### src/rtl/fsc_pkg.sv
// Package: shared widths, transfer kinds and the live state record of the
// fast system call state unit. Assumes a 16-bit selector, 32-bit pointers.
package fsc_pkg;

    parameter int SEL_W  = 16;
    parameter int PTR_W  = 32;
    parameter int PRIV_W = 2;
    parameter int CLS_W  = 4;

    localparam int NUM_CLS = 1 << CLS_W;

    typedef enum logic [1:0] {
        XF_IDLE  = 2'd0,
        XF_ENTER = 2'd1,
        XF_EXIT  = 2'd2,
        XF_FAULT = 2'd3
    } xfer_kind_e;

    typedef struct packed {
        logic [SEL_W-1:0]  code_sel;
        logic [SEL_W-1:0]  stack_sel;
        logic [PTR_W-1:0]  instr_ptr;
        logic [PTR_W-1:0]  stack_ptr;
        logic [PRIV_W-1:0] priv;
        logic              vm;
    } arch_state_t;

endpackage

### src/rtl/fsc_cfg_regs.sv
// Module: fsc_cfg_regs
// Holds the kernel code selector, kernel entry pointer and kernel stack
// pointer. One write per cycle through a 2-bit address; the unused address
// is ignored. Outputs show the registered (pre-write) values.
module fsc_cfg_regs
    import fsc_pkg::*;
(
    input  logic             clk,
    input  logic             rst_n,
    input  logic             wr_en,
    input  logic [1:0]       wr_addr,
    input  logic [PTR_W-1:0] wr_data,
    output logic [SEL_W-1:0] kern_sel,
    output logic [PTR_W-1:0] kern_entry,
    output logic [PTR_W-1:0] kern_stack
);

    localparam logic [1:0] ADDR_SEL   = 2'd0;
    localparam logic [1:0] ADDR_ENTRY = 2'd1;
    localparam logic [1:0] ADDR_STACK = 2'd2;

    logic [SEL_W-1:0] sel_q;
    logic [PTR_W-1:0] entry_q;
    logic [PTR_W-1:0] stack_q;

    // Purpose: reset or update the addressed configuration register.
    always_ff @(posedge clk) begin
        if (!rst_n) begin
            sel_q   <= '0;
            entry_q <= '0;
            stack_q <= '0;
        end else if (wr_en) begin
            case (wr_addr)
                ADDR_SEL:   sel_q   <= wr_data[SEL_W-1:0];
                ADDR_ENTRY: entry_q <= wr_data;
                ADDR_STACK: stack_q <= wr_data;
                default:    ;
            endcase
        end
    end

    assign kern_sel   = sel_q;
    assign kern_entry = entry_q;
    assign kern_stack = stack_q;

endmodule

### src/rtl/fsc_xfer_ctrl.sv
// Module: fsc_xfer_ctrl
// Combinational transfer decision: classifies the strobes as idle, entry,
// return or fault and forms the next live state. Assumes the caller only
// commits the next state for entry and return kinds.
module fsc_xfer_ctrl
    import fsc_pkg::*;
#(
    parameter int unsigned ENTER_SS_OFS = 8,
    parameter int unsigned EXIT_CS_OFS  = 16,
    parameter int unsigned EXIT_SS_OFS  = 24,
    parameter int unsigned USER_PRIV    = 3
) (
    input  logic             enter_req,
    input  logic             exit_req,
    input  arch_state_t      cur,
    input  logic [SEL_W-1:0] kern_sel,
    input  logic [PTR_W-1:0] kern_entry,
    input  logic [PTR_W-1:0] kern_stack,
    input  logic [PTR_W-1:0] ret_ip,
    input  logic [PTR_W-1:0] ret_sp,
    output xfer_kind_e       kind,
    output arch_state_t      nxt
);

    localparam logic [SEL_W-1:0]  ENT_SS = SEL_W'(ENTER_SS_OFS);
    localparam logic [SEL_W-1:0]  EXT_CS = SEL_W'(EXIT_CS_OFS);
    localparam logic [SEL_W-1:0]  EXT_SS = SEL_W'(EXIT_SS_OFS);
    localparam logic [PRIV_W-1:0] P_USER = PRIV_W'(USER_PRIV);
    localparam logic [PRIV_W-1:0] P_KERN = '0;

    logic sel_null;
    logic at_kernel;

    // Purpose: a selector whose index field is zero is null.
    assign sel_null  = (kern_sel[SEL_W-1:2] == '0);
    assign at_kernel = (cur.priv == P_KERN);

    // Purpose: classify the request, with conflicting strobes rejected.
    always_comb begin
        kind = XF_IDLE;
        if (enter_req && exit_req) begin
            kind = XF_FAULT;
        end else if (enter_req) begin
            kind = sel_null ? XF_FAULT : XF_ENTER;
        end else if (exit_req) begin
            kind = at_kernel ? XF_EXIT : XF_FAULT;
        end
    end

    // Purpose: build the state that a committed transfer would load.
    always_comb begin
        nxt = cur;
        case (kind)
            XF_ENTER: begin
                nxt.code_sel  = kern_sel;
                nxt.stack_sel = kern_sel + ENT_SS;
                nxt.instr_ptr = kern_entry;
                nxt.stack_ptr = kern_stack;
                nxt.priv      = P_KERN;
                nxt.vm        = 1'b0;
            end
            XF_EXIT: begin
                nxt.code_sel  = kern_sel + EXT_CS;
                nxt.stack_sel = kern_sel + EXT_SS;
                nxt.instr_ptr = ret_ip;
                nxt.stack_ptr = ret_sp;
                nxt.priv      = P_USER;
            end
            default: ;
        endcase
    end

endmodule

### src/rtl/fsc_priv_gate.sv
// Module: fsc_priv_gate
// Flags an issued operation whose class is marked privileged in the class
// mask while the current level is not 0. One decoder slice per class.
module fsc_priv_gate
    import fsc_pkg::*;
#(
    parameter logic [NUM_CLS-1:0] PRIV_CLASS_MASK = 16'h01FE
) (
    input  logic              op_valid,
    input  logic [CLS_W-1:0]  op_class,
    input  logic [PRIV_W-1:0] cur_priv,
    output logic              violation
);

    logic [NUM_CLS-1:0] hit;

    // Purpose: one match term per class, kept only for privileged classes.
    for (genvar c = 0; c < NUM_CLS; c++) begin : g_cls
        if (PRIV_CLASS_MASK[c]) begin : g_priv
            assign hit[c] = op_valid && (op_class == CLS_W'(c));
        end else begin : g_free
            assign hit[c] = 1'b0;
        end
    end

    // Purpose: a privileged match outside level 0 is a violation.
    assign violation = (|hit) && (cur_priv != '0);

endmodule

### src/rtl/fsc_state_unit.sv
// Module: fsc_state_unit (top)
// Holds the live code/stack selectors, pointers, privilege level and
// virtual-mode flag, and commits fast entry and return transfers on the
// edge that samples the strobe. Result pulses are registered one cycle.
// Assumes strobes are single-cycle and that reset is synchronous, active low.
module fsc_state_unit
    import fsc_pkg::*;
#(
    parameter int unsigned ENTER_SS_OFS = 8,
    parameter int unsigned EXIT_CS_OFS  = 16,
    parameter int unsigned EXIT_SS_OFS  = 24,
    parameter int unsigned USER_PRIV    = 3,
    parameter logic        RST_VM       = 1'b1,
    parameter logic [NUM_CLS-1:0] PRIV_CLASS_MASK = 16'h01FE
) (
    input  logic              clk,
    input  logic              rst_n,
    input  logic              cfg_wr_en,
    input  logic [1:0]        cfg_wr_addr,
    input  logic [PTR_W-1:0]  cfg_wr_data,
    input  logic              enter_req,
    input  logic              exit_req,
    input  logic [PTR_W-1:0]  ret_ip_in,
    input  logic [PTR_W-1:0]  ret_sp_in,
    input  logic              op_valid,
    input  logic [CLS_W-1:0]  op_class,
    output logic [SEL_W-1:0]  code_sel,
    output logic [SEL_W-1:0]  stack_sel,
    output logic [PTR_W-1:0]  instr_ptr,
    output logic [PTR_W-1:0]  stack_ptr,
    output logic [PRIV_W-1:0] priv_level,
    output logic              virt_flag,
    output logic              xfer_done,
    output logic              xfer_fault,
    output logic              priv_fault
);

    localparam logic [PRIV_W-1:0] P_RESET = PRIV_W'(USER_PRIV);

    logic [SEL_W-1:0] cfg_sel;
    logic [PTR_W-1:0] cfg_entry;
    logic [PTR_W-1:0] cfg_stack;

    arch_state_t state_q;
    arch_state_t state_nxt;
    xfer_kind_e  kind;
    logic        viol;
    logic        commit;
    logic        done_q;
    logic        fault_q;
    logic        pfault_q;

    fsc_cfg_regs u_cfg (
        .clk        (clk),
        .rst_n      (rst_n),
        .wr_en      (cfg_wr_en),
        .wr_addr    (cfg_wr_addr),
        .wr_data    (cfg_wr_data),
        .kern_sel   (cfg_sel),
        .kern_entry (cfg_entry),
        .kern_stack (cfg_stack)
    );

    fsc_xfer_ctrl #(
        .ENTER_SS_OFS (ENTER_SS_OFS),
        .EXIT_CS_OFS  (EXIT_CS_OFS),
        .EXIT_SS_OFS  (EXIT_SS_OFS),
        .USER_PRIV    (USER_PRIV)
    ) u_xfer (
        .enter_req  (enter_req),
        .exit_req   (exit_req),
        .cur        (state_q),
        .kern_sel   (cfg_sel),
        .kern_entry (cfg_entry),
        .kern_stack (cfg_stack),
        .ret_ip     (ret_ip_in),
        .ret_sp     (ret_sp_in),
        .kind       (kind),
        .nxt        (state_nxt)
    );

    fsc_priv_gate #(
        .PRIV_CLASS_MASK (PRIV_CLASS_MASK)
    ) u_priv (
        .op_valid  (op_valid),
        .op_class  (op_class),
        .cur_priv  (state_q.priv),
        .violation (viol)
    );

    // Purpose: only entry and return kinds may alter the live state.
    assign commit = (kind == XF_ENTER) || (kind == XF_EXIT);

    // Purpose: hold the live state, loading all fields together on a commit.
    always_ff @(posedge clk) begin
        if (!rst_n) begin
            state_q.code_sel  <= '0;
            state_q.stack_sel <= '0;
            state_q.instr_ptr <= '0;
            state_q.stack_ptr <= '0;
            state_q.priv      <= P_RESET;
            state_q.vm        <= RST_VM;
        end else if (commit) begin
            state_q <= state_nxt;
        end
    end

    // Purpose: register the one-cycle result and fault pulses.
    always_ff @(posedge clk) begin
        if (!rst_n) begin
            done_q   <= 1'b0;
            fault_q  <= 1'b0;
            pfault_q <= 1'b0;
        end else begin
            done_q   <= commit;
            fault_q  <= (kind == XF_FAULT);
            pfault_q <= viol;
        end
    end

    assign code_sel   = state_q.code_sel;
    assign stack_sel  = state_q.stack_sel;
    assign instr_ptr  = state_q.instr_ptr;
    assign stack_ptr  = state_q.stack_ptr;
    assign priv_level = state_q.priv;
    assign virt_flag  = state_q.vm;
    assign xfer_done  = done_q;
    assign xfer_fault = fault_q;
    assign priv_fault = pfault_q;

endmodule

### config.mk
export PLATFORM = sky130hd
export DESIGN_NAME = fsc_state_unit
export DESIGN_NICKNAME = d
export VERILOG_FILES = /design/src/rtl/fsc_pkg.sv /design/src/rtl/fsc_cfg_regs.sv /design/src/rtl/fsc_xfer_ctrl.sv /design/src/rtl/fsc_priv_gate.sv /design/src/rtl/fsc_state_unit.sv
export SDC_FILE = /design/constraint.sdc
export NUM_CORES = 1
export LEC_CHECK = 0
export BUFFER_PORTS_ARGS = -buffer_cell sky130_fd_sc_hd__buf_2
export CAP_MARGIN = 20
export CELL_PAD_IN_SITES_DETAIL_PLACEMENT = 1
export CELL_PAD_IN_SITES_GLOBAL_PLACEMENT = 1
export CORE_UTILIZATION = 45
export CTS_BUF_LIST = sky130_fd_sc_hd__clkbuf_4 sky130_fd_sc_hd__clkbuf_8
export DETAILED_ROUTE_END_ITERATION = 7
export GPL_ROUTABILITY_DRIVEN = 0
export PLACE_DENSITY_LB_ADDON = 0.1
export SETUP_SLACK_MARGIN = 0.4
export SYNTH_ARGS = -nofsm -noshare
export SYNTH_HDL_FRONTEND = slang
export SYNTH_HIERARCHICAL = 1
export SYNTH_SLANG_ARGS = --single-unit
export TNS_END_PERCENT = 5
### constraint.sdc
create_clock -name clk -period 6.75 [get_ports clk]
set_input_delay 0.3375 -clock clk [delete_from_list [all_inputs] [get_ports clk]]
set_output_delay 0.3375 -clock clk [all_outputs]
set_load 0.01 [all_outputs]
### After elaboration in Yosys (flattened, before gate mapping)

Index checks and enable logic that the tools add are counted.

| storage, ports and cells | value |
|---|---|
| bits in registers | 182 |
| bits of input ports | 108 |
| output and inout bits | 102 |
| word-level logic and storage cells | 56 |

| operators by class | value |
|---|---|
| $add $sub $neg | 3 |
| equal/unequal tests | 13 |
| muxes and demuxes | 6 |
| reduce and logical (&&, ||, !) cells | 22 |

Operators with widths:

| cell | count |
|---|---|
| 98-bit case mux with 2 select lines | 1 |
| 16-bit by 5-bit adder with 16-bit output (second input constant) | 2 |
| 16-bit by 4-bit adder with 16-bit output (second input constant) | 1 |
| 4-bit by 3-bit equality test with 1-bit output (second input constant) | 4 |
| 14-bit logical NOT | 1 |
| 1-bit logical AND | 10 |
| 2-bit AND reduction | 5 |
| 4-bit by 2-bit equality test with 1-bit output (second input constant) | 2 |
| 2-bit 2-to-1 mux | 4 |
| 8-bit OR reduction | 1 |
| 2-bit equality test (second input constant) | 3 |
| 2-bit by 1-bit equality test with 1-bit output (second input constant) | 2 |
| 4-bit by 1-bit equality test with 1-bit output (second input constant) | 1 |
| 4-bit equality test (second input constant) | 1 |
| 2-bit logical NOT | 2 |
| 2-bit nonzero test | 2 |
| 1-bit logical OR | 1 |
| 1-bit 2-to-1 mux | 1 |

### Depth between registers and ports, before layout

Gate-level depths: netlist (run 1).

| logic depth | value |
|---|---|
| depth in word-level cells | 8 |
| depth in mapped cells | 15 |
| depth with buffers taken out | 13 |

### Modules after synthesis

Netlist (run 1), hierarchy kept.

Modules (own cells, without submodules):

| module | times used | cells an instance | area an instance (sq um) | seq. area each (sq um) |
|---|---|---|---|---|
| fsc_state_unit | 1 | 326 | 3888.7 | 2042.0 |
| fsc_cfg_regs | 1 | 297 | 3040.4 | 1601.5 |
| fsc_xfer_ctrl | 1 | 391 | 2250.9 | 0.0 |
| fsc_priv_gate | 1 | 4 | 25.0 | 0.0 |

### Least setup slack after synthesis (run 1)

OpenSTA, ideal clock, no wires.

| path | value |
|---|---|
| path type | reg2reg |
| from | register u_cfg.sel_q[5] (netlist: u_cfg/kern_sel[5]) |
| to | register, netlist name stack_sel[11] |
| library setup time | 0.065 ns |
| arrival | 2.788 ns |
| required time | 6.685 ns |
| slack | 3.897 ns |
| stages on the path, launching flop included | 16 |
| buffers on the path | 2 |
| clock period less this slack | 2.853 ns |
| cell sequence | dfxtp_1 -> buf_4 -> inv_1 -> ha_1 -> nor4b_1 -> a41o_1 -> ha_1 -> buf_2 -> inv_1 -> fa_1 -> and4b_1 -> nand4_1 -> xor2_1 -> o21ai_1 -> mux2i_1 -> nor2b_1 |

RTL lines:

| item | line | text |
|---|---|---|
| start, declared | fsc_cfg_regs.sv:22 | `logic [SEL_W-1:0] sel_q;` |
| start signal, assigned | fsc_cfg_regs.sv:34 | `ADDR_SEL: sel_q <= wr_data[SEL_W-1:0];` |

==> run summary, run 1 <==
Clock Sinks - 182
Post-CTS Repair Setup Buffers - 0
outcome - finished, final reports clean
PwrDens - 219 nW/um^2
total grt overflow - 0
CTS buffer count - 17
synth unique cells - 50
Hold Crit Class - input port to register
Fin. Hold Viols - 0
Final Critical Period - 4020 ps
Core Region - 19800 um^2
final setup violation count - 0
CP Capture Type - register
initial antenna violation count - 3
layout net count - 1278
die area - 21000 um^2
first-pass GRT wire length - 40900 um
P&R area growth vs syn - 13.7%
count leader, synth - nand2_1
Buffers on Ports - 209
simple-gate portion of the synthesized area - 18.9%
vias in the first global route - 7652
Synth Cell Area - 9210 um^2
TritonCTS clock tree - built
final worst-path setup slack - 2730 ps
Final period util - 59.6%
share of cells above drive strength 1 - 22.3%
register area share after synthesis - 39.6%
Critical Path RT - 7140 ps
Synth Warn # - 6
peak supply drop - 125 uV
max-slew violations - 0
gr usage total - 24.2%
Synthesized Nets - 1133
Synth Area in XOR/XNOR - 1.62%
compound-cell area share of the yosys netlist - 12.3%
mean number of vias per cell - 5.30
# hold bufs at CTS - 0
Root Buffer - clkbuf_8
Worst EP arrival - 4410 ps
WL final - 25400 um
adder-cell share of the synthesized area - 1.03%
flop and latch count out of synthesis - 182
Max Buffers Root-to-Sink - 2
mean post-synth cell area - 9.04 um^2
antenna-violating nets left - 0
DR vias - 7658
RSZ-0062 raised after global routing - no
top post-synthesis cells by count - 218 x nand2_1, 182 x dfxtp_1, 180 x mux2i_1
Mapped Cells - 1018
register area - 3640 um^2
measured slew at the worst slew-check pin - 1050 ps
Synth area leaders - dfxtp_1 40%, mux2i_1 20%, nand2_1 8.9%, nor2b_1 6.9%, a22oi_1 5.3%
largest net degree at the start of global routing - 124
H-Tree Depth - 4
top_reg_cell synth - dfxtp_1
number of synthesized flops with an enable pin - 0
R2R cell count - 13
area of the multi-input gates - 4970 um^2
leading area contributor after synthesis - dfxtp_1
Initial Util - 46.5%
post-detail-place hpwl - 16500 um
I/O pin total - 210
utilization after layout - 52.9%
Clk Latency, worst-skew pair - 470 ps
CTS clk-pin slew, worst paths - 100 ps
Die Wd - 145 um
setup TNS - 0 ps
Crit Path Category - register to register
Startpoint Class - register
wire length per cell - 17.6 um
Max-cap violations - 0
CTS resizes - 0
hold_ws - 141 ps
row cnt - 51
skew final - 18.3 ps
pre-CTS setup slack - 2730 ps
Async SR Flop Fraction - 0%
worst rel slew slack - 29.8%
drt drc - 0
FILL cells - 2420
largest family of logic cells by synthesized area - multiplexers
Pleak - 0.00437 uW
Yosys top cell area share - 39.6%
1st-iter DRT viols - 357
critical path fanouts, max - 75
Hold Path Stages - 3
total power - 2300 uW
f_max - 0.249 GHz
DR pass1 iterations - 4
mux cell area share after synthesis - 19.6%
Die Span Y - 145 um
[metal layers]
metal  up-vias  GRT usage [%]  part of all wire, %
met5         -              0                    0
met1      3670           31.3                   45
met4         0           8.19                  1.9
met3        31           5.63                  5.6
met2       166           39.5                   47
li1       3791              -                    -
[area by class of cell]
class,instances,share of cell area [%]
flip-flops and latches,182,34.8
inverters,6,0.215
well taps,265,3.17
clock buffers,18,2.31
repair buffers,215,10.5
multi-input cells,741,47.5
clock inverters,14,1.43
diodes,5,0.120
[path summary, 6_finish.rpt]
| path | slack, ps | startpoint | end |
|---|---|---|---|
| setup reg to reg | 2730 | u_cfg/kern_sel[4] | stack_sel[15] |
| hold reg to reg | 470 | u_cfg/kern_entry[14] | u_cfg/kern_entry[14] |
| setup / recovery | 2730 | u_cfg/kern_sel[4] | stack_sel[15] |
| hold / removal | 140 | cfg_wr_data[29] | u_cfg/kern_stack[29] |
[report_power, final]
part	total [uW]	leakage (uW)	switching (uW)	internal, uW
sequential	1140	0.00147	29.8	1110
clock	749	0.000193	413	336
combinational	409	0.00270	247	162
[cells by family (layout without fill, tap and decap cells)]
kind of cell,Yosys count,count (layout)
AND/OR/NAND/NOR,362,362
flip-flops,182,182
multiplexers,180,180
AO/OA/AOI/OAI,175,175
buffers and inverters,95,253
XOR/XNOR,17,17
adder cells (fa/ha/maj),7,7
other,0,5
[sequential cells by signal (all words and copies together), names as in the netlist, 2 cells and up]
| register | count |
|---|---|
| instr_ptr | 32 |
| stack_ptr | 32 |
| u_cfg/kern_entry | 32 |
| u_cfg/kern_stack | 32 |
| code_sel | 16 |
| stack_sel | 16 |
| u_cfg/kern_sel | 16 |
| priv_level | 2 |
[metrics by stage]
stage / std cells / cell area, um^2
after floorplan: 1018 / 9210
after global placement: 1409 / 10100
after detailed placement: 1409 / 10100
after CTS: 1441 / 10500
after global routing: 1442 / 10500
final: 1446 / 10500
[cells in the final DEF, fill, tap and decap left out, drive strengths merged, types with 8 or more instances in the layout]
cell | netlist | final
a22oi | 65 | 65
xnor2 | 8 | 8
xor2 | 9 | 9
buf | 59 | 215
nand2 | 218 | 218
inv | 6 | 9
nor2b | 101 | 101
o21ai | 86 | 86
nor2 | 8 | 8
mux2i | 180 | 180
clkbuf | 30 | 18
dfxtp | 182 | 182
[worst max-delay path, stage by stage (launching register included)]
cell     delay [ps]
dfxtp_1         390
inv_1           140
ha_1            170
nor4b_1         220
a41o_1          320
ha_4            830
inv_1           300
fa_1            520
and4b_1         390
nand4_1         150
xor2_1          180
o21ai_1         120
mux2i_1          80
nor2b_1         140
(Power assumes the default switching activity.)
==> inputs of run 2 (changes only) <==
Settings changed: CORE_UTILIZATION 45 to 38.
Clock period 6.75 ns to 3.2 ns, I/O delays scaled along.
==> run 2 against run 1 <==
  * Critical path depth shrank 2
  * Flip-flop and latch count is the same
  * Combinational power grew 140%
  * Count of clock-buffer cells in the layout is the same
  * Utilization shrank 6.2 points
  * Setup slack lost 2200 ps
  * Register-to-register slack lost 2200 ps
  * Die area grew 18%
  * Highest routed layer is now met5
==> run summary, run 2 (same netlist as run 1, synthesis figures left out) <==
drt drc - 0 (unchanged)
P_sw - 1590 uW (+130%)
CTS buffer count - 17 (unchanged)
Startpoint Class - register
Slowest-stage cell, CP - ha_4
die area - 24900 um^2 (+18%)
TritonCTS clock tree - built
RSZ-0062 raised after global routing - yes
vias in the first global route - 7622 (-0.39%)
skew final - 22.4 ps (+4.10 ps)
Final Instance Area - 11000 um^2 (+5.3%)
P&R area growth vs syn - 19.8%
I/O pin total - 210 (unchanged)
Crit Path Category - register to register
1st-iter DRT viols - 306 (-14%)
initial antenna violation count - 4 (+1)
DP Area - 10400 um^2 (+3.6%)
Clk Latency, worst-skew pair - 470 ps (about the same)
Root Buffer - clkbuf_8
Buffers on Ports - 209 (unchanged)
CP Capture Type - register
mean number of vias per cell - 5.07 (-4.3%)
Core Region - 23600 um^2 (+19%)
most used cell, CP - nor2b_1
Worst EP arrival - 3060 ps (-1350 ps)
Clock Sinks - 182 (unchanged)
DR pass1 iterations - 5 (+1)
final setup violation count - 0 (unchanged)
wire length per cell - 17.6 um (about the same)
switch share - 31.8% (+1.7 points)
share of cells above drive strength 1 - 24.3% (+2.1 points)
CP cell instances - inv_2 > ha_1 > nor4b_2 > a41o_2 > ha_4 > buf_4 > nor2b_1 > nand2b_1 > o22ai_2 > mux2i_1 > nor2b_1
f_max - 0.372 GHz (+49%)
row cnt - 56 (+9.8%)
Die Span Y - 158 um (+8.7%)
H-Tree Depth - 4 (unchanged)
Max Buffers Root-to-Sink - 2 (unchanged)
Critical Path RT - 3570 ps (-3570 ps)
total grt overflow - 0 (unchanged)
setup TNS - 0 ps (unchanged)
Pint - 3410 uW (+110%)
WL final - 27200 um (+6.9%)
measured slew at the worst slew-check pin - 699 ps (-354 ps)
worst rel slew slack - 53.4% (+24 points)
gr usage total - 21.9% (-2.3 points)
DR vias - 7835 (+2.3%)
Max-cap violations - 0 (unchanged)
Die Wd - 158 um (+8.7%)
Final Critical Period - 2690 ps (-1330 ps)
CTS clk-pin slew, worst paths - 110 ps (about the same)
first-pass GRT wire length - 41900 um (+2.5%)
outcome - finished, final reports clean
Initial Util - 39.0% (-7.6 points)
most frequent cells in the layout - 218 x nand2_1, 208 x buf_2, 182 x dfxtp_1
antenna-violating nets left - 0 (unchanged)
largest net degree at the start of global routing - 72 (-42%)
critical path fanouts, max - 35 (-53%)
FILL cells - 2825 (+17%)
layout net count - 1326 (+3.8%)
Slowest Stage Delay on Critical Path - 470 ps (-360 ps)
Pleak - 0.00463 uW (+6.0%)
max-slew violations - 0 (unchanged)
Seq pwr share - 47.8% (-1.8 points)
Final period util - 84.1% (+24 points)
Hold Crit Class - input port to register
PwrDens - 453 nW/um^2 (+110%)
Combinational Power Share - 19.5% (+1.7 points)
hold_ws - 35.6 ps (-106 ps)
Fin. Hold Viols - 0 (unchanged)
post-detail-place hpwl - 18600 um (+13%)
peak supply drop - 231 uV (+85%)
leading cell type in the layout, fill and taps excluded - nand2_1
Clk pwr share - 32.7% (about the same)
-- run 2: metal layers --
layer | track usage, % | wire, um | vias to the layer above
li1 | - | - | 3879
met5 | 0 | 8 | -
met3 | 3.97 | 1160 | 20
met2 | 37.3 | 13000 | 158
met1 | 28.4 | 12700 | 3776
met4 | 5.59 | 267 | 2
-- run 2: worst max-delay path: cells and delay by family, from the launching register on --
family,cells,cell delay (ps)
adder cells (fa/ha/maj),2,680
AND/OR/NAND/NOR,4,600
buffers and inverters,2,440
AO/OA/AOI/OAI,2,370
flip-flops,1,360
multiplexers,1,130
-- run 2: through the flow --
step / std cells / utilization [%] / power (uW) / setup slack (ps)
2_1_floorplan: 1018 / - / 3130 / 454
3_3_place_gp: 1493 / 44.1 / 3390 / 457
3_5_place_dp: 1493 / 44.1 / 3400 / 372
4_1_cts: 1542 / 46.6 / 5070 / 357
5_1_grt: 1544 / 46.7 / 5250 / 322
6_report: 1546 / 46.7 / 5000 / 510
-- run 2: path summary, 6_finish.rpt --
kind,startpoint,to,slack [ps],cells after the start
worst min-delay path,cfg_wr_data[4],u_cfg/kern_stack[4],40,3
worst min register to register,u_cfg/kern_entry[6],u_cfg/kern_entry[6],470,2
worst max-delay path,u_cfg/kern_sel[4],code_sel[15],510,11
worst max register to register,u_cfg/kern_sel[4],code_sel[15],510,11
-- run 2: timing repair --
item | in CTS | in global routing
endpoints found under the setup margin | 9 | 67
hold buffers | 17 | 0
pin swaps | 0 | 1
buffers inserted | 0 | 1
endpoints found under the hold margin | 33 | 0
gates resized for setup | 1 | 5
-- run 2: power groups by stage --
stage	Combinational, uW	Clock [uW]	Sequential, uW
after global placement	955	0	2440
after global routing	1060	1790	2400
final	973	1630	2390
after floorplan	675	0	2450
after CTS	982	1700	2390
after detailed placement	961	0	2440
-- run 2: area by class of cell --
cell class / instances / area (um^2) / share of cell area (%)
multi-input cells: 741 / 4980 / 45.2
diodes: 3 / 7.51 / 0.0681
clock buffers: 18 / 241 / 2.19
clock inverters: 14 / 163 / 1.48
flip-flops and latches: 182 / 3640 / 33.0
inverters: 6 / 22.5 / 0.204
repair buffers: 263 / 1570 / 14.2
well taps: 319 / 399 / 3.62
==> inputs of run 3 (changes only) <==
Clock period 3.2 ns to 2.3 ns, I/O delays scaled along.
==> run 3 against run 2 <==
  * Sequential power is 39% higher
  * Clock skew is 1.9 ps higher
  * Count of clock-buffer cells in the layout stayed put
  * Largest power group unchanged
  * Highest routed layer is now met4
  * Flip-flop and latch count stayed put
  * The run now ends with setup timing left
  * Clock power is 41% higher
==> run summary, run 3 (same netlist as run 1, synthesis figures left out) <==
Crit Path Category - register to register
utilization after layout - 49.5% (+2.8 points)
1st-iter DRT viols - 419 (+37%)
gr usage total - 22.9% (+0.97 points)
Clk Latency, worst-skew pair - 480 ps (about the same)
leading cell type in the layout, fill and taps excluded - nand2_1
met3 GRT Util - 4.00% (+0.027 points)
Core Region - 23600 um^2 (unchanged)
most frequent cells in the layout - 218 x nand2_1, 208 x buf_2, 180 x mux2i_1, 180 x dfxtp_1, 101 x nor2b_1
PwrDens - 615 nW/um^2 (+36%)
max-slew violations - 0 (unchanged)
Die Wd - 158 um (unchanged)
setup TNS - -1220 ps (-1220 ps)
CP cell instances - inv_2 > ha_4 > nor4b_4 > a41o_1 > ha_4 > inv_4 > fa_2 > buf_4 > buf_6 > buf_4 > nor2_4 > xnor2_2 > o21ai_1 > mux2i_1 > nor2b_1
Fin. Hold Viols - 0 (unchanged)
H-Tree Depth - 4 (unchanged)
DR vias - 8005 (+2.2%)
measured slew at the worst slew-check pin - 677 ps (-21.9 ps)
row cnt - 56 (unchanged)
DR pass1 iterations - 4 (-1)
post-detail-place hpwl - 19200 um (+3.2%)
critical path fanouts, max - 3 (-91%)
skew final - 24.2 ps (+1.88 ps)
Slowest Stage Delay on Critical Path - 340 ps (-130 ps)
first-pass GRT wire length - 44100 um (+5.2%)
outcome - finished, violations left
Die Span Y - 158 um (unchanged)
CTS clk-pin slew, worst paths - 110 ps (about the same)
I/O pin total - 210 (unchanged)
Final period util - 110% (+26 points)
Initial Util - 39.0% (unchanged)
worst rel slew slack - 54.9% (+1.5 points)
f_max - 0.396 GHz (+6.5%)
die area - 24900 um^2 (unchanged)
layout net count - 1353 (+2.0%)
GR peak layer - met2
met1 Use GR - 29.1% (+0.68 points)
Max-cap violations - 0 (unchanged)
placed cells - 1507 (+0.94%)
Root Buffer - clkbuf_8
Clock Sinks - 182 (unchanged)
DP Area - 10700 um^2 (+2.3%)
Startpoint Class - register
vias in the first global route - 8080 (+6.0%)
wire length per cell - 18.1 um (+2.8%)
Buffers on Ports - 209 (unchanged)
fin cells - 1571 (+1.6%)
share of cells above drive strength 1 - 29.3% (+5.0 points)
Final Critical Period - 2530 ps (-165 ps)
final setup violation count - 14 (+14)
antenna-violating nets left - 0 (unchanged)
RSZ-0062 raised after global routing - yes
P&R area growth vs syn - 26.9%
Worst EP arrival - 2890 ps (-170 ps)
TritonCTS clock tree - built
violated checks - setup timing
hold_ws - 15.3 ps (-20.4 ps)
CP Capture Type - register
CTS buffer count - 17 (unchanged)
Critical Path RT - 2670 ps (-900 ps)
Pleak - 0.00485 uW (+4.8%)
drt drc - 0 (unchanged)
Slowest-stage cell, CP - dfxtp_2
largest net degree at the start of global routing - 67 (-6.9%)
routing usage on met2 - 39.5% (+2.3 points)
Final Instance Area - 11700 um^2 (+5.9%)
Max Buffers Root-to-Sink - 2 (unchanged)
initial antenna violation count - 0 (-4)
WL final - 28400 um (+4.4%)
final worst-path setup slack - -225 ps (-735 ps)
mean number of vias per cell - 5.10 (+0.54%)
peak supply drop - 285 uV (+23%)
total grt overflow - 0 (unchanged)
Hold Crit Class - input port to register
[run 3: cell count changes in the layout (fill, tap and decap cells not counted), sizes merged]
| cell | delta |
|---|---|
| buf | +20 |
| clkinv | +1 |
| clkinvlp | -2 |
| diode | -2 |
| dlygate4sd3 | +7 |
| inv | +1 |
[run 3: area by class of cell]
cell class | count | area, um^2
antenna | 1 | 2.50
clock inverter | 14 | 153
fill | 2785 | 11900
inverter | 6 | 27.5
multi-input combinational | 741 | 5230
sequential | 182 | 3650
tap | 319 | 399
timing repair buffer | 290 | 1970
clock buffer | 18 | 248
[run 3: worst paths after layout]
kind / to / cells after the start / slack (ps) / startpoint
max reg2reg: stack_sel[7] / 15 / -230 / u_cfg/kern_sel[4]
min: u_cfg/kern_entry[8] / 3 / 20 / cfg_wr_data[8]
max: stack_sel[7] / 15 / -230 / u_cfg/kern_sel[4]
min reg2reg: u_cfg/kern_stack[3] / 2 / 470 / u_cfg/kern_stack[3]
[run 3: worst max-delay path, delay by kind of cell, from the launching register on]
family / cells / cell delay (ps)
simple gates: 3 / 330
buf+inv: 5 / 490
fa+ha+maj: 3 / 630
flops: 1 / 340
xor+xnor: 1 / 130
mux: 1 / 160
compound gates: 2 / 350
[run 3: metal layers]
metal	wire length [um]	part of all wire, %	up-vias
met1	13000	46	3879
met3	1230	4.3	23
met5	0	0	-
li1	-	-	3932
met2	13900	49	171
met4	335	1.2	0
[run 3: power breakdown]
| group | internal (uW) | switching [uW] | leakage (uW) |
|---|---|---|---|
| logic | 694 | 865 | 0.00317 |
| clock network | 939 | 1360 | 0.000203 |
| registers | 3250 | 69.4 | 0.00148 |
[run 3: timing repair]
item	CTS	global route
pin swaps	28	24
endpoints found under the hold margin	50	0
hold buffers	24	0
gates resized for setup	96	26
setup endpoints to repair	99	100
setup buffers	4	3
[run 3: per-stage QoR]
stage                     total power, uW  setup WS, ps
after global routing                 7490          -354
after detailed placement             4820          -258
after CTS                            7240          -193
final                                7180          -225
after floorplan                      4350          -312
after global placement               4810          -145
